`src/rtl/dmb_pkg.sv`:
```
package dmb_pkg;

    typedef enum logic [1:0] {
        LOAD_FLOW = 2'd0,
        LOAD_EDGE = 2'd1,
        LOAD_KEEP = 2'd2
    } load_e;

    function automatic load_e pick_load(input logic hold_n, input logic rise);
        if (!hold_n)
            return LOAD_FLOW;
        else if (rise)
            return LOAD_EDGE;
        else
            return LOAD_KEEP;
    endfunction

endpackage

```
`src/rtl/dmb_strobe_edge.sv`:
```
module dmb_strobe_edge (
    input  logic clk,
    input  logic rst_n,
    input  logic strobe,
    output logic rise
);
    typedef struct packed {
        logic last;
    } edge_st;

    edge_st st_d, st_q;

    always_comb begin
        st_d      = st_q;
        st_d.last = strobe;
        rise      = strobe && !st_q.last;
    end

    always_ff @(posedge clk or negedge rst_n) begin
        if (!rst_n)
            st_q <= '{last: 1'b1};
        else
            st_q <= st_d;
    end

    // a rise needs a low sample since reset
    a_r9_rise_needs_low: assert property (@(posedge clk) disable iff (!rst_n)
        rise |=> !rise);
endmodule

```
`src/rtl/dmb_lane.sv`:
```
module dmb_lane
    import dmb_pkg::*;
(
    input  logic  clk,
    input  logic  rst_n,
    input  load_e sel,
    input  logic  d,
    output logic  q
);
    typedef struct packed {
        logic bit_v;
    } lane_st;

    lane_st st_d, st_q;

    always_comb begin
        st_d = st_q;
        unique case (sel)
            LOAD_FLOW: st_d.bit_v = d;
            LOAD_EDGE: st_d.bit_v = d;
            default:   st_d.bit_v = st_q.bit_v;
        endcase
    end

    always_ff @(posedge clk or negedge rst_n) begin
        if (!rst_n)
            st_q <= '{bit_v: 1'b0};
        else
            st_q <= st_d;
    end

    assign q = st_q.bit_v;

    a_r2_flow_follows: assert property (@(posedge clk) disable iff (!rst_n)
        (sel == LOAD_FLOW) |=> q == $past(d));
    a_r4_keep_stable: assert property (@(posedge clk) disable iff (!rst_n)
        (sel == LOAD_KEEP) |=> $stable(q));
endmodule

```
`src/rtl/dmb_drive.sv`:
```
module dmb_drive (
    input  logic clk,
    input  logic rst_n,
    input  logic oe_n,
    output logic drive_en
);
    typedef struct packed {
        logic en;
    } drv_st;

    drv_st st_d, st_q;

    always_comb begin
        st_d    = st_q;
        st_d.en = !oe_n;
    end

    always_ff @(posedge clk or negedge rst_n) begin
        if (!rst_n)
            st_q <= '{en: 1'b0};
        else
            st_q <= st_d;
    end

    assign drive_en = st_q.en;
endmodule

```
`src/rtl/dual_mode_bus_buffer.sv`:
```
module dual_mode_bus_buffer
    import dmb_pkg::*;
#(
    parameter int WIDTH = 18
) (
    input  logic             clk,
    input  logic             rst_n,
    input  logic [WIDTH-1:0] din,
    input  logic             strobe,
    input  logic             hold_n,
    input  logic             oe_n,
    output logic [WIDTH-1:0] dout,
    output logic             drive_en
);
    localparam int LANES = WIDTH;

    logic  rise;
    load_e load_sel;

    dmb_strobe_edge u_edge (
        .clk    (clk),
        .rst_n  (rst_n),
        .strobe (strobe),
        .rise   (rise)
    );

    always_comb begin
        load_sel = pick_load(hold_n, rise);
    end

    for (genvar g = 0; g < LANES; g++) begin : g_lane
        dmb_lane u_lane (
            .clk   (clk),
            .rst_n (rst_n),
            .sel   (load_sel),
            .d     (din[g]),
            .q     (dout[g])
        );
    end

    dmb_drive u_drive (
        .clk      (clk),
        .rst_n    (rst_n),
        .oe_n     (oe_n),
        .drive_en (drive_en)
    );

    a_r1_reset_clear: assert property (@(posedge clk)
        !rst_n |-> (dout == '0 && !drive_en));
    a_r3_capture_on_rise: assert property (@(posedge clk) disable iff (!rst_n)
        (hold_n && rise) |=> dout == $past(din));
    a_r5_keep_no_rise: assert property (@(posedge clk) disable iff (!rst_n)
        (hold_n && !strobe) |=> $stable(dout));
    a_r6_drive_tracks: assert property (@(posedge clk) disable iff (!rst_n)
        oe_n |=> !drive_en);
endmodule

```
`config.mk`:
```
export PLATFORM = sky130hd
export DESIGN_NAME = dual_mode_bus_buffer
export DESIGN_NICKNAME = d
export VERILOG_FILES = /design/src/rtl/dmb_pkg.sv /design/src/rtl/dmb_strobe_edge.sv /design/src/rtl/dmb_lane.sv /design/src/rtl/dmb_drive.sv /design/src/rtl/dual_mode_bus_buffer.sv
export SDC_FILE = /design/constraint.sdc
export NUM_CORES = 1
export LEC_CHECK = 0
export BUFFER_PORTS_ARGS = -buffer_cell sky130_fd_sc_hd__buf_2
export CAP_MARGIN = 20
export CORE_UTILIZATION = 45
export DETAILED_ROUTE_END_ITERATION = 6
export GPL_TIMING_DRIVEN = 0
export PLACE_DENSITY = 0.77
export SYNTH_ARGS = -nofsm -noshare
export SYNTH_HDL_FRONTEND = slang
export SYNTH_SLANG_ARGS = --single-unit
```
`constraint.sdc`:
```
create_clock -name clk -period 1.7 [get_ports clk]
set_input_delay 0.17 -clock clk [delete_from_list [all_inputs] [get_ports clk]]
set_output_delay 0.17 -clock clk [all_outputs]
set_load 0.05 [all_outputs]
```
# After elaboration in Yosys (flattened, before gate mapping)
# Index checks and enable logic that the tools add are counted.
[op_classes]
eq_ne = 1
muxes = 2
reduce_logical = 5
[op_table]
columns = ["operator", "n"]
rows = [
  ["$mux 2", 2],
  ["$eq 2x1->1 const B", 1],
  ["$logic_not 1->1", 2],
  ["$logic_not 2->1", 1],
  ["$reduce_or 2->1", 1],
  ["$logic_and 1x1->1", 1],
]
[totals]
reg_bits = 20
in_bits = 23
out_inout_bits = 19

# Longest topological paths before layout
# Gate-level depths: netlist (run 1).
[depth]
depth_word = 6
depth_mapped = 4
depth_no_buf = 3

# Modules after synthesis
# Synthesis (run 1) repeated with hierarchy kept, for this count alone.
[hier_totals]
hier_cells = 42
hier_area_um2 = 805.8
[by_module_without_submodules]
columns = ["module", "instances", "cells_per_inst", "area_each_um2", "seq_area_each_um2"]
rows = [
  ["dmb_lane", 18, 2, 40.0, 25.0],
  ["dmb_strobe_edge", 1, 2, 40.0, 26.3],
  ["dmb_drive", 1, 2, 28.8, 25.0],
  ["dual_mode_bus_buffer", 1, 2, 16.3, 0.0],
]

# Worst setup path after synthesis (run 1)
# Ideal clock, no wire load.
[synth_timing]
path_kind = "reg2reg"
start = "register u_edge.st_q"
end = "register g_lane[0].u_lane.st_q"
setup_time_ns = 0.125
arrival_ns = 1.102
setup_slack_ns = 0.473
path_stages_with_launch = 4
path_buffers = 1
path_cell_list = "dfstp_2 > o21ai_4 > buf_12 > mux2_4"
[synth_via]
elab_chain_len = 6
word_cells_on_any_way = 7
classes_between = "1 x eq/ne; 2 x mux; 4 x reduce/logical"
[synth_lines]
columns = ["item", "line", "rtl"]
rows = [
  ["from (decl)", "dmb_strobe_edge.sv:11", "edge_st st_d, st_q;"],
  ["from (signal assigned)", "dmb_strobe_edge.sv:21", "st_q <= '{last: 1'b1};"],
  ["from (signal assigned)", "dmb_strobe_edge.sv:23", "st_q <= st_d;"],
  ["$logic_not 1->1 (*)", "dmb_strobe_edge.sv:16", "rise = strobe && !st_q.last;"],
  ["$logic_and 1x1->1 (*)", "dmb_strobe_edge.sv:16", ""],
  ["$mux 2 (*)", "dmb_pkg.sv:12", "else if (rise)"],
  ["$mux 2 (*)", "dmb_pkg.sv:10", "if (!hold_n)"],
  ["$eq 2x1->1 or $logic_not 2->1 (tied branches)", "dmb_lane.sv:18", "unique case (sel)"],
  ["$reduce_or 2->1 (no line) (*)", "n/a", ""],
  ["to (signal assigned)", "dmb_lane.sv:27", "st_q <= '{bit_v: 1'b0};"],
  ["to (signal assigned)", "dmb_lane.sv:29", "st_q <= st_d;"],
  ["to (decl)", "dmb_lane.sv:14", "lane_st st_d, st_q;"],
]
# Every way passes the cells marked *; elsewhere a longest branch is shown, timed or not.
# A chain may end at the register's enable or synchronous reset.

# Worst setup path in the final report (run 1)
[layout_timing]
start = "input port strobe"
end = "register g_lane[4].u_lane.st_q"
[layout_via]
elab_chain_len = 5
word_cells_on_any_way = 6
classes_between = "1 x eq/ne; 2 x mux; 3 x reduce/logical"
[layout_lines]
columns = ["item", "line", "rtl"]
rows = [
  ["from (decl)", "dual_mode_bus_buffer.sv:9", "input logic strobe,"],
  ["$logic_and 1x1->1 (*)", "dmb_strobe_edge.sv:16", ""],
  ["$mux 2 (*)", "dmb_pkg.sv:12", ""],
  ["$mux 2 (*)", "dmb_pkg.sv:10", ""],
  ["$eq 2x1->1 or $logic_not 2->1 (tied branches)", "dmb_lane.sv:18", ""],
  ["$reduce_or 2->1 (no line) (*)", "n/a", ""],
  ["to (signal assigned)", "dmb_lane.sv:27", ""],
  ["to (signal assigned)", "dmb_lane.sv:29", ""],
  ["to (decl)", "dmb_lane.sv:14", ""],
]
# Marks and branches as above.

==> impl_results.md, run 1 <==
- Synth warn: 0
- 1st-iter DRT viols: 2
- Die area: roughly 2200 µm²
- H-tree level count: 1
- Max-Cap Viols: 0
- Layout cell share with drive strength beyond 1: 0.778
- Number of global-route vias before repair: between 500 and 600
- Initial core utilization: 0.506
- Crit path kind: input port to flop
- Pre-CTS setup slack: 0.384 ns
- R2r startpoint: u_edge.st_q
- Slew margin rel.: 0.712
- Worst hold path class: input port to flop
- FP Rows: 15
- Netlist cell types: 8
- Crit-path max cell delay: between 0.5 and 0.6 ns
- Net Count, Synth: between 80 and 90
- DPL Wire Length: 1100 µm
- Crit-path slowest cell: dlygate4sd3_1
- Vias: between 500 and 600
- Clock sink count: 20
- Register area share after synthesis: 0.545
- Layout Area Growth over Synthesis: 32.9%
- Die width: about 47 µm
- Initial antenna violation count: 0
- First-pass DRT Iterations: 4
- Core Region: approximately 1800 µm²
- Drt via density: approximately 4.3
- First-pass GRT wire length: roughly 2200 µm
- Worst Hold Path EP: g_lane[1].u_lane.q
- Inserted Diodes: 0
- Gr usage total: 0.149
- Setup crit start kind: input port
- Io pins: 42
- Setup Fix Bufs, Post-CTS: 0
- Final Hold Viols: 0
- CP max FO: 10
- RSZ-0062 raised after global routing: no
- Reg-to-reg slack, setup: 0.37 ns
- Worst-path clk slew: about 0.11 ns
- Fin crit period: between 1 and 1.5 ns
- Setup TNS: 0 ns
- Largest net degree at the start of global routing: 21
- Layout net count: about 130
- Hold WS: just under 0.1 ns
- Hold depth: 2
- Buf+Inv Stages, Crit Path: 4
- Gr ovfl total: 0
- Lkg Pwr: around 0.66 nW
- Maximum vdd drop: between 0.0006 and 0.0007 V
- Arrival @ worst endpoint: around 1.7 ns
- Final worst slack: ~0.22 ns
- PwrDens: 986 nW/µm²
- GP Congestion: around 0.58
- CP delay by family, top: buffers and inverters
- Worst R2R Path Depth: 3
- Max Fclk: a little under 700 MHz
- Cts bufs inserted: 3
- Drc violations: 0
- Height of the die: 47.2 µm
- Setup crit end kind: flop
- Required @ worst endpoint: roughly 1.9 ns
- Cells after Synth: 60
- Outcome: finished, final reports clean
- Crit-path cells: dlygate4sd3_1 -> buf_2 -> inv_1 -> o21ai_4 -> buf_12 -> mux2_4
- Clock Tree Root: clkbuf_4
- Setup Viol. Count Final: 0
- Final clock skew: 0.000522 ns
- Post-synth design cell area: 921 µm²
- Drt total wl: 1460 µm
- Avg Cell Area, Syn: approximately 15 µm²
- R2r endpoint: g_lane[4].u_lane.q
- Drt wl/cell: ~11 µm
- Post-DRT Antenna Nets: 0
- #FFs+latches synth: 20
- PortBufs: 41
- Latest clock arrival within the worst-skew pair: just under 0.3 ns
- Hold path startpoint: din[1]
- Slew of the pin with the lowest slew margin: 0.431 ns
- CTS tree: done
- Clock buffer depth: 2
- Crit share post-route: 0.869
- Slew Limit Fails: 0
## what timing repair did
action,4_1_cts,5_1_grt
hold buffers,3,0
gates resized for setup,0,0
endpoints found under the hold margin,21,0
## sequential cells by signal (all words and copies together), names as in the netlist
register	flops
u_drive.drive_en	1
g_lane.u_lane.q	18
u_edge.st_q	1
## final cells by class
| class | instances | area [µm²] |
|---|---|---|
| well taps | 25 | 31.3 |
| clock buffers | 4 | 36.3 |
| repair buffers | 44 | 235 |
| inverters | 2 | 7.51 |
| multi-input cells | 19 | 256 |
| plain buffers | 19 | 155 |
| fillers | 152 | 597 |
| flip-flops and latches | 20 | 502 |
## routing by layer
metal / share of wire / track usage / vias to the layer above
met4: 0.0089 / 0.0857 / 0
met2: 0.57 / 0.263 / 16
met5: 0 / 0 / -
met1: 0.38 / 0.162 / 281
met3: 0.040 / 0.0346 / 2
li1: - / - / 275
## per-stage QoR
| stage | power [mW] | instance area [µm²] | std cells | util |
|---|---|---|---|---|
| floorplan | 0.859 | 921 | 60 | - |
| global placement | 0.937 | 1160 | 126 | 0.636 |
| detailed placement | 0.945 | 1160 | 126 | 0.636 |
| CTS | 1.22 | 1220 | 133 | 0.672 |
| global route | 1.26 | 1220 | 133 | 0.672 |
| finish | 1.21 | 1220 | 133 | 0.672 |
## power by group
part	internal [mW]	leakage, nW	switching [mW]	total (mW)
combinational	0.163	0.402	0.228	0.392
clock	0.130	0.0210	0.139	0.269
sequential	0.522	0.232	0.0236	0.546
total	0.816	0.655	0.391	1.21
## placed cells by master (no fill, tap or decap)
master,n
buf_2,41
inv_1,2
dfstp_2,1
clkbuf_8,1
dlygate4sd3_1,3
buf_4,18
clkbuf_4,3
buf_12,1
o21ai_4,1
mux2_2,8
mux2_4,10
dfrtp_1,19
## synth_stat cells
master   number  area share
o21ai_4       1       0.018
mux2_2        8       0.098
dfstp_2       1       0.029
buf_4        18        0.15
inv_1         2      0.0082
dfrtp_1      19        0.52
buf_12        1       0.022
mux2_4       10        0.16
## logic make-up after synthesis
kind of cell | count (synthesis) | synth area share
mux | 18 | 0.261
buf+inv | 21 | 0.177
compound gates | 1 | 0.0177
flops | 20 | 0.545
## worst max path at each step
stage | startpoint | end | cells past startpoint
final | strobe | g_lane[4].u_lane.q | 6
after global routing | strobe | g_lane[12].u_lane.q | 6
after CTS | strobe | g_lane[12].u_lane.q | 6
after detailed placement | u_edge.st_q | g_lane[0].u_lane.q | 3
after global placement | u_edge.st_q | g_lane[15].u_lane.q | 3
after floorplan | u_edge.st_q | g_lane[0].u_lane.q | 3
Note: power is estimated with default switching activity, not from simulation.
==> run 2: changes to the inputs <==
--- a/config.mk
+++ b/config.mk
@@ -11,6 +11,7 @@
 export DETAILED_ROUTE_END_ITERATION = 6
 export GPL_TIMING_DRIVEN = 0
 export PLACE_DENSITY = 0.77
+export REMOVE_ABC_BUFFERS = 1
 export SYNTH_ARGS = -nofsm -noshare
 export SYNTH_HDL_FRONTEND = slang
 export SYNTH_SLANG_ARGS = --single-unit
==> impl_results.md, run 2 (synthesis results as in run 1) <==
- Outcome: finished, final reports clean
- Routed wl met2: between 700 and 800 µm
- 1st-iter DRT viols: 1
- Max reg flops: 18
- Commonest cells after routing, fill and taps aside: buf_2 (41), dfrtp_1 (19), mux2_4 (10)
- Setup TNS: 0 ns
- Number of global-route vias before repair: 565
- Post-CTS Hold Buffers: 3
- Die width: roughly 47 µm
- Clock Tree Root: clkbuf_4
- Reg-to-reg slack, setup: between 0.2 and 0.25 ns
- DRT met1 WL: 606 µm
- Maximum vdd drop: 0.000584 V
- Setup crit start kind: input port
- Setup Fix Bufs, Post-CTS: 0
- Io pins: 42
- Post-DRT Antenna Nets: 0
- Gr ovfl total: 0
- Crit path kind: input port to flop
- Slew margin rel.: 0.532
- Arrival @ worst endpoint: ~1.8 ns
- Layout Utilization: 0.587
- Height of the die: between 40 and 50 µm
- Lkg Pwr: 0.559 nW
- Max-Cap Viols: 0
- Max Fclk: between 600 and 700 MHz
- Clock sink count: 20
- Core Region: 1820 µm²
- Slew Limit Fails: 0
- Vias: approximately 510
- CTS tree: done
- RSZ-0062 raised after global routing: no
- GP Congestion: 0.611
- DPL Wire Length: just over 1000 µm
- Highest Signal Layer: met4
- CP Depth: 5
- Final clock skew: 0.00348 ns
- Die area: roughly 2200 µm²
- Crit-path cells: dlygate4sd3_1 -> buf_2 -> inv_1 -> o21ai_4 -> mux2_2
- Drt total wl: 1440 µm
- Hold depth: 2
- Final Hold Viols: 0
- Gr usage total: 0.146
- Drt via density: approximately 4.4
- Required @ worst endpoint: 1.88 ns
- Slew of the pin with the lowest slew margin: between 0.6 and 0.7 ns
- R2r endpoint: g_lane[13].u_lane.q
- Cts bufs inserted: 3
- First-pass GRT wire length: about 2200 µm
- Drt wl/cell: roughly 13 µm
- Crit share post-route: 0.952
- PwrDens: ~1100 nW/µm²
- Drc violations: 0
- Worst R2R Path Depth: 2
- Largest net degree at the start of global routing: 21
- Worst-path clk slew: approximately 0.11 ns
- Commonest non-fill, non-tap cell in the layout: buf_2
- Latest clock arrival within the worst-skew pair: around 0.29 ns
- Layout Area Growth over Synthesis: 16.0%
- Crit-path slowest cell: o21ai_4
- Worst hold path class: input port to flop
- First-pass DRT Iterations: 2
- CTS resizes: 0
- Buf+Inv Stages, Crit Path: 3
- CP delay by family, top: buffers and inverters
- Hold path startpoint: din[15]
- Clock buffer depth: 2
- Layout net count: ~110
- Met3 wire len: around 63 µm
- PortBufs: 41
- Initial antenna violation count: 0
- Layout cell share with drive strength beyond 1: 0.730
- Worst Hold Path EP: g_lane[15].u_lane.q
- Setup Viol. Count Final: 0
- CP max FO: 18
- Inserted Diodes: 0
- Fin crit period: 1.62 ns
- Setup crit end kind: flop
- Initial core utilization: 0.506
- R2r startpoint: u_edge.st_q
- Crit-path max cell delay: around 0.55 ns
- H-tree level count: 1
- FP Rows: 15
==> run 2: cell count changes in the layout (fill, tap and decap cells not counted) <==
| cell | previous run | this run |
|---|---|---|
| buf_12 | 1 | 0 |
| buf_4 | 18 | 0 |
==> run 2: routing by layer <==
metal | global-route usage | up-vias
met5 | 0 | -
met1 | 0.157 | 246
met3 | 0.0346 | 2
met4 | 0.0857 | 0
met2 | 0.258 | 22
li1 | - | 236
==> run 2: report_power, final <==
group	switching (mW)	internal, mW	total [mW]
Sequential	0.0239	0.522	0.546
Combinational	0.219	0.109	0.327
Clock	0.138	0.130	0.268
Total	0.380	0.761	1.14
==> run 2: cell type report <==
cell class / count / area, µm²
Clock buffer: 4 / 36.3
Tap cell: 25 / 31.3
Sequential cell: 20 / 502
Fill cell: 159 / 752
Inverter: 2 / 7.51
Multi-Input combinational cell: 19 / 256
Timing Repair Buffer: 44 / 235
==> run 2: through the flow <==
step	setup WS, ns	hold WS, ns	area [µm²]	power, mW	cells
finish	0.0818	0.101	1070	1.14	114
global placement	0.234	0.129	1000	0.871	107
global route	0.0156	0.0839	1070	1.19	114
detailed placement	0.219	0.138	1000	0.879	107
CTS	0.0744	0.0912	1070	1.16	114
floorplan	0.356	-0.126	766	0.787	41
==> run 2: worst reg2reg max path: stages (launching register included) <==
cell	delay (ns)
dfstp_2	0.40
o21ai_4	0.57
mux2_2	0.41
==> run 2: worst max path at each step <==
stage | from | endpoint | slack [ns]
final | strobe | g_lane[13].u_lane.q | 0.08
after floorplan | u_edge.st_q | g_lane[13].u_lane.q | 0.36
after detailed placement | u_edge.st_q | g_lane[14].u_lane.q | 0.22
after global routing | strobe | g_lane[17].u_lane.q | 0.02
after CTS | strobe | g_lane[13].u_lane.q | 0.07
after global placement | u_edge.st_q | g_lane[7].u_lane.q | 0.23
